===== src/rtl/cmp_tree_pkg.sv =====
package cmp_tree_pkg;

    // One bit of each operand at the same rank: the x-side and the y-side.
    typedef struct packed {
        logic xb;
        logic yb;
    } bit_pair_t;

    // Partial comparison result carried up the tree.
    typedef struct packed {
        logic gt;
        logic lt;
    } cmp_res_t;

    // First node index of tree level lvl (level 0 = leaves) in a flat array.
    function automatic int lvl_base(input int n, input int lvl);
        return n - (n >> lvl);
    endfunction

    function automatic bit is_pow2(input int n);
        return (n >= 2) && ((n & (n - 1)) == 0);
    endfunction

endpackage


===== src/rtl/cmp_prim.sv =====
// Three-input primitive: r = a AND NOT b, XOR c.
module cmp_prim (
    input  logic a_i,
    input  logic b_i,
    input  logic c_i,
    output logic r_o
);
    assign r_o = (a_i & ~b_i) ^ c_i;
endmodule


===== src/rtl/cmp_node.sv =====
// 2-bit comparison node; every product term goes through cmp_prim.
module cmp_node
    import cmp_tree_pkg::*;
(
    input  bit_pair_t hi_i,
    input  bit_pair_t lo_i,
    output cmp_res_t  res_o
);
    logic hi_same;
    logic lo_gt_raw, lo_lt_raw;
    logic lo_gt_gate, lo_lt_gate;
    logic gt_w, lt_w;

    assign hi_same = ~(hi_i.xb ^ hi_i.yb);

    // Low-rank products with c tied low.
    cmp_prim u_lo_gt (.a_i(lo_i.xb), .b_i(lo_i.yb), .c_i(1'b0), .r_o(lo_gt_raw));
    cmp_prim u_lo_lt (.a_i(lo_i.yb), .b_i(lo_i.xb), .c_i(1'b0), .r_o(lo_lt_raw));

    // Qualify by equality of the high rank.
    cmp_prim u_q_gt (.a_i(lo_gt_raw), .b_i(~hi_same), .c_i(1'b0), .r_o(lo_gt_gate));
    cmp_prim u_q_lt (.a_i(lo_lt_raw), .b_i(~hi_same), .c_i(1'b0), .r_o(lo_lt_gate));

    // High-rank term XOR qualified low term (terms are mutually exclusive).
    cmp_prim u_gt (.a_i(hi_i.xb), .b_i(hi_i.yb), .c_i(lo_gt_gate), .r_o(gt_w));
    cmp_prim u_lt (.a_i(hi_i.yb), .b_i(hi_i.xb), .c_i(lo_lt_gate), .r_o(lt_w));

    assign res_o.gt = gt_w;
    assign res_o.lt = lt_w;
endmodule


===== src/rtl/cmp_flag_stage.sv =====
// Turns the root pair into three one-hot flags.
module cmp_flag_stage
    import cmp_tree_pkg::*;
(
    input  cmp_res_t root_i,
    output logic     lt_o,
    output logic     gt_o,
    output logic     eq_o
);
    logic gt_n;

    assign gt_n = ~root_i.gt;
    cmp_prim u_eq (.a_i(gt_n), .b_i(root_i.lt), .c_i(1'b0), .r_o(eq_o));

    assign lt_o = root_i.lt;
    assign gt_o = root_i.gt;
endmodule


===== src/rtl/mag_cmp_tree.sv =====
module mag_cmp_tree
    import cmp_tree_pkg::*;
#(
    parameter int N = 8
) (
    input  logic [N-1:0] x_op,
    input  logic [N-1:0] y_op,
    output logic         lt_o,
    output logic         gt_o,
    output logic         eq_o
);
    localparam int LEAVES = N / 2;
    localparam int LEVELS = $clog2(N);   // leaf level included
    localparam int NODES  = N - 1;
    localparam int ROOT   = N - 2;

    // width legality
    if (!is_pow2(N)) begin : g_bad_width
        $error("mag_cmp_tree: N must be a power of two >= 2");
    end

    cmp_res_t node_res [NODES];

    for (genvar i = 0; i < LEAVES; i++) begin : g_leaf
        bit_pair_t hp, lp;
        assign hp = '{xb: x_op[2*i+1], yb: y_op[2*i+1]};
        assign lp = '{xb: x_op[2*i],   yb: y_op[2*i]};
        cmp_node u_node (.hi_i(hp), .lo_i(lp), .res_o(node_res[i]));
    end

    for (genvar l = 1; l < LEVELS; l++) begin : g_lvl
        localparam int CB = lvl_base(N, l - 1);
        localparam int OB = lvl_base(N, l);
        for (genvar j = 0; j < (N >> (l + 1)); j++) begin : g_nd
            bit_pair_t hp, lp;
            assign hp = '{xb: node_res[CB+2*j+1].gt, yb: node_res[CB+2*j+1].lt};
            assign lp = '{xb: node_res[CB+2*j].gt,   yb: node_res[CB+2*j].lt};
            cmp_node u_node (.hi_i(hp), .lo_i(lp), .res_o(node_res[OB+j]));
        end
    end

    cmp_flag_stage u_flags (
        .root_i (node_res[ROOT]),
        .lt_o   (lt_o),
        .gt_o   (gt_o),
        .eq_o   (eq_o)
    );
endmodule


===== config.mk =====
export PLATFORM = sky130hd
export DESIGN_NAME = mag_cmp_tree
export DESIGN_NICKNAME = d
export VERILOG_FILES = /design/src/rtl/cmp_tree_pkg.sv /design/src/rtl/cmp_prim.sv /design/src/rtl/cmp_node.sv /design/src/rtl/cmp_flag_stage.sv /design/src/rtl/mag_cmp_tree.sv
export SDC_FILE = /design/constraint.sdc
export NUM_CORES = 1
export LEC_CHECK = 0
export BUFFER_PORTS_ARGS = -buffer_cell sky130_fd_sc_hd__buf_2
export CORE_MARGIN = 5
export CORE_UTILIZATION = 61
export DETAILED_ROUTE_END_ITERATION = 10
export PLACE_DENSITY = 0.83
export SYNTH_ARGS = -nofsm -noshare
export SYNTH_HDL_FRONTEND = slang
export SYNTH_HIERARCHICAL = 1
export SYNTH_SLANG_ARGS = --single-unit

===== constraint.sdc =====
create_clock -name vclk -period 6.4
set_clock_uncertainty 0.05 [all_clocks]
set_input_delay 1.6 -clock vclk [all_inputs]
set_output_delay 1.6 -clock vclk [all_outputs]
set_load 0.005 [all_outputs]

==> flow_metrics.tcl, run 1 <==
set metrics [dict create \
    post_drt_via_cell_ratio 3.953 \
    p_per_area_mw_per_mm2 273.7 \
    chipHeight_um 59.70 \
    gr-usage-met2_pct 21.30 \
    final_net_count 160 \
    synthesis.instances 118 \
    firstDrtPassIters 1 \
    vias 680 \
    fmax_mhz 170.7 \
    power.switching_fraction_pct 39.78 \
    final_max_slew_viol_count 0 \
    routed_wl_um 1393 \
    largest_net_degree_at_the_start_of_global_routing 4 \
    syn-mean-instance-area_um2 12.77 \
    worstPathMaxFanout 3 \
    post-route-worst-setup-slack_ns 0.5420 \
    routed_wire_length_per_instance_um 8.099 \
    run_status "complete, no violations" \
    start_util_pct 62.51 \
    cp_slowest_cell "sky130_fd_sc_hd__xnor2_2" \
    synth_cell_types 6 \
    sequential_group_share_of_total_power_pct 0 \
    dr.first_iter.drc_count 0 \
    total_leakage_power_nw 0.9218 \
    crit_path_frequent_cell "sky130_fd_sc_hd__xnor2_2" \
    grt_pass1_wl_um 2635 \
    crit_chain "buf_2, nand2b_4, xnor2_2, nand2b_4, xnor2_2, xnor2_2, xor2_1, nand2b_4, xnor2_2, xnor2_2, xor2_1, nand2b_4, xnor2_2, xnor2_2, nand2b_4, xnor2_2, buf_2" \
    hold_path_class "input pin to output port" \
    p_switching_w 0.0001740 \
    crit_path_max_incr_delay_ns 0.29 \
    critical_path.top_delay_family "XOR/XNOR gates" \
    number_of_rows_created_at_floorplan 18 \
    dieWidth_um 59.70 \
    worstPathArrival_ns 4.21 \
    num_antenna_cells 0 \
    finalHoldViolations 0 \
    maxCapViolCount 0 \
    timing.critical_path.to_type "output port" \
    final_layout_size_suffix_gt1_share_pct 73.94 \
    grt.total_usage_pct 9.022 \
    p_clk_share_pct 0 \
    core_area_mm2 0.002410 \
    grt_overflow 0 \
    layout_min_cycle_time_ns 5.858 \
    buffer_ports.inserted 19 \
    ir_drop_v 0.0002619 \
    busiest_layer "met2" \
    layout.area.seq_um2 0 \
    synth_warnings 6 \
    postCtsSetupBuffers 0 \
    report.final.setup_viol 0 \
    post_synth_design_cell_area_mm2 0.001506 \
    fp.dieArea_mm2 0.003563 \
    post-route-period-util_pct 91.53 \
    post_cts_hold_buffer_count 0 \
    layout.cell_area.non_filler_mm2 0.001598 \
    top_level_pins 19 \
    nClkBuffers 0 \
    detail_route_antenna_nets 0 \
    met1_usage_pct 8.553 \
    fin_tns_setup_ns 0 \
    path_buf_inv 2 \
    antenna_violations_before_repair 0 \
    internal_power_w 0.0002633 \
    post_cts_resize_count 0 \
    grt_use_met3_pct 0 \
    dpl-instance-area_mm2 0.001598 \
    estimated_wirelength_of_the_detail_placed_design_um 1423 \
    post_place_setup_slack_ns 0.4735 \
    final_core_util_pct 66.30 \
    grt_setup_unrepaired "no" \
    grt_pass1_vias 704 \
    n_sequential_cell 0 \
    timing.critical_path.from_type "input pin" \
    worst_ep_required_time_ns 4.75 \
    worstSetupPathType "input pin to output port" \
    place_congestion 0.6413 \
    synth_sequential_area_ratio_pct 0 \
    power.combinational.fraction_pct 100.0 \
    layout-area-overhead-vs-synth_pct 6.063 \
    remaining_drc_errors 0 \
]
power by group through the flow:
stage / Clock (W) / Combinational (W) / Sequential, W
after detailed placement: 0 / 0.000445 / 0
after global routing: 0 / 0.000465 / 0
after floorplan: 0 / 0.000471 / 0
after CTS: 0 / 0.000446 / 0
after global placement: 0 / 0.000428 / 0
final: 0 / 0.000437 / 0
routing by layer:
metal	up-vias	share of wire, %
li1	351	-
met1	316	30
met2	13	66
met3	0	3.9
met4	0	0
met5	-	0
cell usage after synthesis:
master / n / area share (%)
sky130_fd_sc_hd__buf_4: 16 / 8.0
sky130_fd_sc_hd__inv_1: 1 / 0.25
sky130_fd_sc_hd__xor2_1: 7 / 4.1
sky130_fd_sc_hd__conb_1: 8 / 2.0
sky130_fd_sc_hd__xnor2_2: 43 / 46
sky130_fd_sc_hd__nand2b_4: 43 / 39
layout make-up:
cell class / instances / area [um^2]
Inverter: 1 / 3.754
Tap cell: 30 / 37.54
Fill cell: 176 / 812.0
Timing Repair Buffer: 19 / 95.09
Multi-Input combinational cell: 122 / 1461
kinds of logic (layout without fill, tap and decap cells):
family                 Yosys count  after routing  synth area share [%]
XOR/XNOR                        50             50                 50.50
AND/OR/NAND/NOR                 43             43                 39.29
buffers and inverters           17             20                 8.223
other                            8             29                 1.993
layout by cell type, fill, tap and decap left out:
master	netlist	final
sky130_fd_sc_hd__nand2b_4	43	43
sky130_fd_sc_hd__conb_1	8	29
sky130_fd_sc_hd__xnor2_2	43	43
sky130_fd_sc_hd__inv_1	1	1
sky130_fd_sc_hd__xor2_1	7	7
sky130_fd_sc_hd__buf_2	0	19
final timing paths:
| check | start | to | slack [ns] | cells after the start |
|---|---|---|---|---|
| worst max-delay path | y_op[6] | eq_o | 0.54 | 17 |
| worst min-delay path | x_op[7] | gt_o | 3.90 | 8 |
stage by stage:
| stage | std cells | power [W] | hold WS, ns |
|---|---|---|---|
| CTS | 172 | 0.0004461 | 3.929 |
| finish | 172 | 0.0004373 | 3.905 |
| floorplan | 139 | 0.0004713 | 3.975 |
| detailed placement | 172 | 0.0004454 | 3.927 |
| global route | 172 | 0.0004655 | 3.969 |
| global placement | 172 | 0.0004283 | 3.885 |
(Power assumes the default switching activity.)
==> run 2, diff against run 1 <==
--- a/config.mk
+++ b/config.mk
@@ -6,10 +6,12 @@
 export NUM_CORES = 1
 export LEC_CHECK = 0
 export BUFFER_PORTS_ARGS = -buffer_cell sky130_fd_sc_hd__buf_2
-export CORE_MARGIN = 5
+export CORE_ASPECT_RATIO = 1.5
+export CORE_MARGIN = 2
 export CORE_UTILIZATION = 61
 export DETAILED_ROUTE_END_ITERATION = 10
 export PLACE_DENSITY = 0.83
+export SLEW_MARGIN = 0
 export SYNTH_ARGS = -nofsm -noshare
 export SYNTH_HDL_FRONTEND = slang
 export SYNTH_HIERARCHICAL = 1
==> run 2 against run 1 <==
Effect of this change:
- critical path depth grew 1
- setup slack got worse by 0.070 ns
- wire length rose by 10%
- power up 0.63%
- maximum frequency down 1.2%
- combinational power about the same
- final area down 0.47%
- cell count is 3.5% lower
- critical endpoint unchanged
- largest cell class unchanged
==> flow_metrics.tcl, run 2 (synthesized netlist as in run 1, its figures left out) <==
set metrics [dict create \
    grt.total_usage_pct 12.26 \
    p_per_area_mw_per_mm2 276.7 \
    routed_wire_length_per_instance_um 9.229 \
    worst_ep_required_time_ns 4.75 \
    report.final.setup_viol 0 \
    timing.critical_path.from_type "input pin" \
    holdCritStartpoint "y_op[7]" \
    power.combinational.fraction_pct 100.0 \
    worstPathArrival_ns 4.28 \
    buffer_ports.inserted 19 \
    post_cts_hold_buffer_count 0 \
    hold_path_class "input pin to output port" \
    post-route-worst-setup-slack_ns 0.4721 \
    finalHoldViolations 0 \
    fmax_mhz 168.7 \
    firstDrtPassIters 1 \
    ir_drop_v 0.0001870 \
    final_layout_size_suffix_gt1_share_pct 73.94 \
    layout-area-overhead-vs-synth_pct 5.565 \
    final_max_slew_viol_count 0 \
    worstPathMaxFanout 3 \
    grt_pass1_wl_um 2760 \
    remaining_drc_errors 0 \
    total_leakage_power_nw 0.9218 \
    num_antenna_cells 0 \
    vias 682 \
    worstSetupPathType "input pin to output port" \
    antenna_violations_before_repair 0 \
    fp.dieArea_mm2 0.002891 \
    grt_setup_unrepaired "no" \
    fin_tns_setup_ns 0 \
    timing.critical_path.to_type "output port" \
    chipHeight_um 64.87 \
    place_congestion 0.6253 \
    crit_chain "buf_2, nand2b_4, xnor2_2, nand2b_4, xnor2_2, xnor2_2, xor2_1, nand2b_4, xnor2_2, xnor2_2, xor2_1, nand2b_4, xnor2_2, xnor2_2, inv_1, nand2b_4, xnor2_2, buf_2" \
    layout_min_cycle_time_ns 5.928 \
    largest_net_degree_at_the_start_of_global_routing 4 \
    p_clk_share_pct 0 \
    layout.area.seq_um2 0 \
    sequential_group_share_of_total_power_pct 0 \
    core_area_mm2 0.002395 \
    postCtsSetupBuffers 0 \
    post-route-period-util_pct 92.62 \
    detail_route_antenna_nets 0 \
    number_of_rows_created_at_floorplan 22 \
    dieWidth_um 44.58 \
    final_core_util_pct 66.41 \
    dr.first_iter.drc_count 0 \
    estimated_wirelength_of_the_detail_placed_design_um 1575 \
    worstHoldEndpoint "lt_o" \
    post_cts_resize_count 0 \
    n_sequential_cell 0 \
    post_place_setup_slack_ns 0.3954 \
    run_status "complete, no violations" \
    crit_path_frequent_cell "sky130_fd_sc_hd__xnor2_2" \
    top_level_pins 19 \
    internal_power_w 0.0002634 \
    cp_slowest_cell "sky130_fd_sc_hd__xnor2_2" \
    nClkBuffers 0 \
    crit_path_max_incr_delay_ns 0.28 \
    grt_overflow 0 \
    whs_path_depth 8 \
    crit_path_start "x_op[6]" \
    p_switching_w 0.0001766 \
    most_used_cells_in_the_layout_excluding_fill_and_tap_cells "sky130_fd_sc_hd__nand2b_4, sky130_fd_sc_hd__xnor2_2, sky130_fd_sc_hd__conb_1, sky130_fd_sc_hd__buf_2, sky130_fd_sc_hd__xor2_1" \
    power.switching_fraction_pct 40.14 \
    maxCapViolCount 0 \
    final_net_count 160 \
    routed_wl_um 1532 \
    post_drt_via_cell_ratio 4.108 \
    grt_pass1_vias 736 \
    start_util_pct 62.90 \
]
-- run 2: stage by stage --
stage	std cells	total power, W	hold WS, ns	area (um^2)
after floorplan	139	0.0004713	3.975	1585
after global placement	166	0.0004286	3.889	1590
after detailed placement	166	0.0004472	3.930	1590
after CTS	166	0.0004479	3.933	1590
after global routing	166	0.0004710	3.969	1590
final	166	0.0004400	3.916	1590
-- run 2: power groups by stage --
stage          Clock, W  Sequential (W)  Combinational, W
2_1_floorplan         0               0          0.000471
3_3_place_gp          0               0          0.000429
3_5_place_dp          0               0          0.000447
4_1_cts               0               0          0.000448
5_1_grt               0               0          0.000471
6_report              0               0          0.000440
-- run 2: layout make-up --
type	instances	area, um^2
multi-input cells	122	1461
fillers	199	804.5
repair buffers	19	95.09
well taps	24	30.03
inverters	1	3.754
-- run 2: layer usage --
metal / GRT usage (%) / vias to the layer above / share of wire, %
met5: 0 / - / 0
met4: 0 / 0 / 0
met3: 0 / 0 / 1.9
met2: 29.89 / 11 / 73
met1: 9.622 / 321 / 26
li1: - / 350 / -
-- run 2: how the worst max path moves through the flow --
stage	cells past startpoint	to
floorplan	21	eq_o
global placement	17	eq_o
detailed placement	18	eq_o
CTS	18	eq_o
global route	18	eq_o
finish	18	eq_o
-- run 2: critical path: cells and delay by family --
family / cells / cell delay (ns)
xor+xnor: 10 / 1.70
simple gates: 5 / 0.62
buf+inv: 3 / 0.33
==> run 3, diff against run 2 <==
--- a/config.mk
+++ b/config.mk
@@ -5,12 +5,12 @@
 export SDC_FILE = /design/constraint.sdc
 export NUM_CORES = 1
 export LEC_CHECK = 0
-export BUFFER_PORTS_ARGS = -buffer_cell sky130_fd_sc_hd__buf_2
 export CORE_ASPECT_RATIO = 1.5
 export CORE_MARGIN = 2
 export CORE_UTILIZATION = 61
 export DETAILED_ROUTE_END_ITERATION = 10
-export PLACE_DENSITY = 0.83
+export DONT_BUFFER_PORTS = 1
+export PLACE_DENSITY = 0.84
 export SLEW_MARGIN = 0
 export SYNTH_ARGS = -nofsm -noshare
 export SYNTH_HDL_FRONTEND = slang
==> run 3 against run 2 <==
Effect of this change:
- final area fell by 6.0%
- first-iteration DRC count did not move
- setup slack improved by 0.26 ns
- critical path depth fell by 3
- power fell by 8.6%
- cell count fell by 11%
- hold slack got worse by 0.26 ns
- maximum frequency rose by 4.6%
- flip-flop and latch count did not move
- wire length fell by 14%
- critical path type unchanged
==> flow_metrics.tcl, run 3 (synthesized netlist as in run 1, its figures left out) <==
set metrics [dict create \
    detail_route_antenna_nets 0 \
    crit_path_max_incr_delay_ns 0.29 \
    grt_overflow 0 \
    grt_pass1_vias 697 \
    post-route-period-util_pct 88.55 \
    firstDrtPassIters 1 \
    layout.area.seq_um2 0 \
    post_drt_via_cell_ratio 4.082 \
    crit_chain "nand2b_4, xnor2_2, nand2b_4, xnor2_2, xnor2_2, xor2_1, nand2b_4, xnor2_2, xnor2_2, xor2_1, nand2b_4, xnor2_2, xnor2_2, nand2b_4, xnor2_2" \
    worstPathMaxFanout 3 \
    total_leakage_power_nw 0.8470 \
    hold_path_class "input pin to output port" \
    postCtsSetupBuffers 0 \
    routed_wire_length_per_instance_um 8.952 \
    nClkBuffers 0 \
    buffer_ports.inserted 0 \
    crit_path_frequent_cell "sky130_fd_sc_hd__xnor2_2" \
    most_used_cells_in_the_layout_excluding_fill_and_tap_cells "sky130_fd_sc_hd__nand2b_4, sky130_fd_sc_hd__xnor2_2, sky130_fd_sc_hd__conb_1, sky130_fd_sc_hd__xor2_1, sky130_fd_sc_hd__inv_1" \
    num_antenna_cells 0 \
    post_cts_resize_count 0 \
    largest_net_degree_at_the_start_of_global_routing 4 \
    routed_wl_um 1316 \
    grt_setup_unrepaired "no" \
    worstSetupPathType "input pin to output port" \
    dr.first_iter.drc_count 0 \
    path_buf_inv 0 \
    layout_min_cycle_time_ns 5.667 \
    final_max_slew_viol_count 0 \
    p_per_area_mw_per_mm2 269.1 \
    grt_pass1_wl_um 2449 \
    post_cts_hold_buffer_count 0 \
    place_congestion 0.5725 \
    finalHoldViolations 0 \
    critical_path.top_delay_family "XOR/XNOR gates" \
    number_of_rows_created_at_floorplan 22 \
    worst_ep_required_time_ns 4.75 \
    total_power_w 0.0004023 \
    layout-area-overhead-vs-synth_pct -0.7478 \
    fin_tns_setup_ns 0 \
    chipHeight_um 64.87 \
    remaining_drc_errors 0 \
    maxCapViolCount 0 \
    worstPathArrival_ns 4.02 \
    ir_drop_v 0.0001342 \
    hold-worst-slack_ns 3.655 \
    final.fill_count 197 \
    grt.total_usage_pct 10.87 \
    final_core_util_pct 62.43 \
    timing.critical_path.to_type "output port" \
    top_level_pins 19 \
    fmax_mhz 176.5 \
    vias 600 \
    n_sequential_cell 0 \
    report.final.setup_viol 0 \
    dieWidth_um 44.58 \
    start_util_pct 62.90 \
    multi_input_area_mm2 0.001461 \
    cp_slowest_cell "sky130_fd_sc_hd__xnor2_2" \
    core_area_mm2 0.002395 \
    timing.critical_path.from_type "input pin" \
    fp.dieArea_mm2 0.002891 \
    estimated_wirelength_of_the_detail_placed_design_um 1366 \
    antenna_violations_before_repair 0 \
    final_net_count 141 \
    final_layout_size_suffix_gt1_share_pct 69.92 \
    run_status "complete, no violations" \
]
[run 3: area by class of cell]
class                           count  area share (%)
Multi-Input combinational cell    122           97.74
Tap cell                           24           2.008
Inverter                            1          0.2510
[run 3: metrics by stage]
step	instance area, um^2	setup WS (ns)	instances
after floorplan	1585	0.6522	139
after global placement	1495	0.8443	147
after detailed placement	1495	0.6974	147
after CTS	1495	0.6961	147
after global routing	1495	0.5452	147
final	1495	0.7328	147
[run 3: routing by layer]
metal	up-vias	track usage [%]	part of all wire [%]	routed length [um]
li1	311	-	-	-
met1	278	9.434	28	365
met2	11	25.18	70	918
met3	0	0.5571	2.4	32
met4	0	0	0	0
met5	-	0	0	0
[run 3: final timing paths]
| path | start | end | slack [ns] | cells past startpoint |
|---|---|---|---|---|
| setup / recovery | y_op[6] | eq_o | 0.73 | 15 |
| hold / removal | x_op[7] | gt_o | 3.65 | 6 |
[run 3: where the power goes]
| part | leakage (nW) | switching [W] | internal [W] | total [W] |
|---|---|---|---|---|
| clock network | 0 | 0 | 0 | 0 |
| registers | 0 | 0 | 0 | 0 |
| logic | 0.847 | 0.000161 | 0.000242 | 0.000402 |
| total | 0.847 | 0.000161 | 0.000242 | 0.000402 |
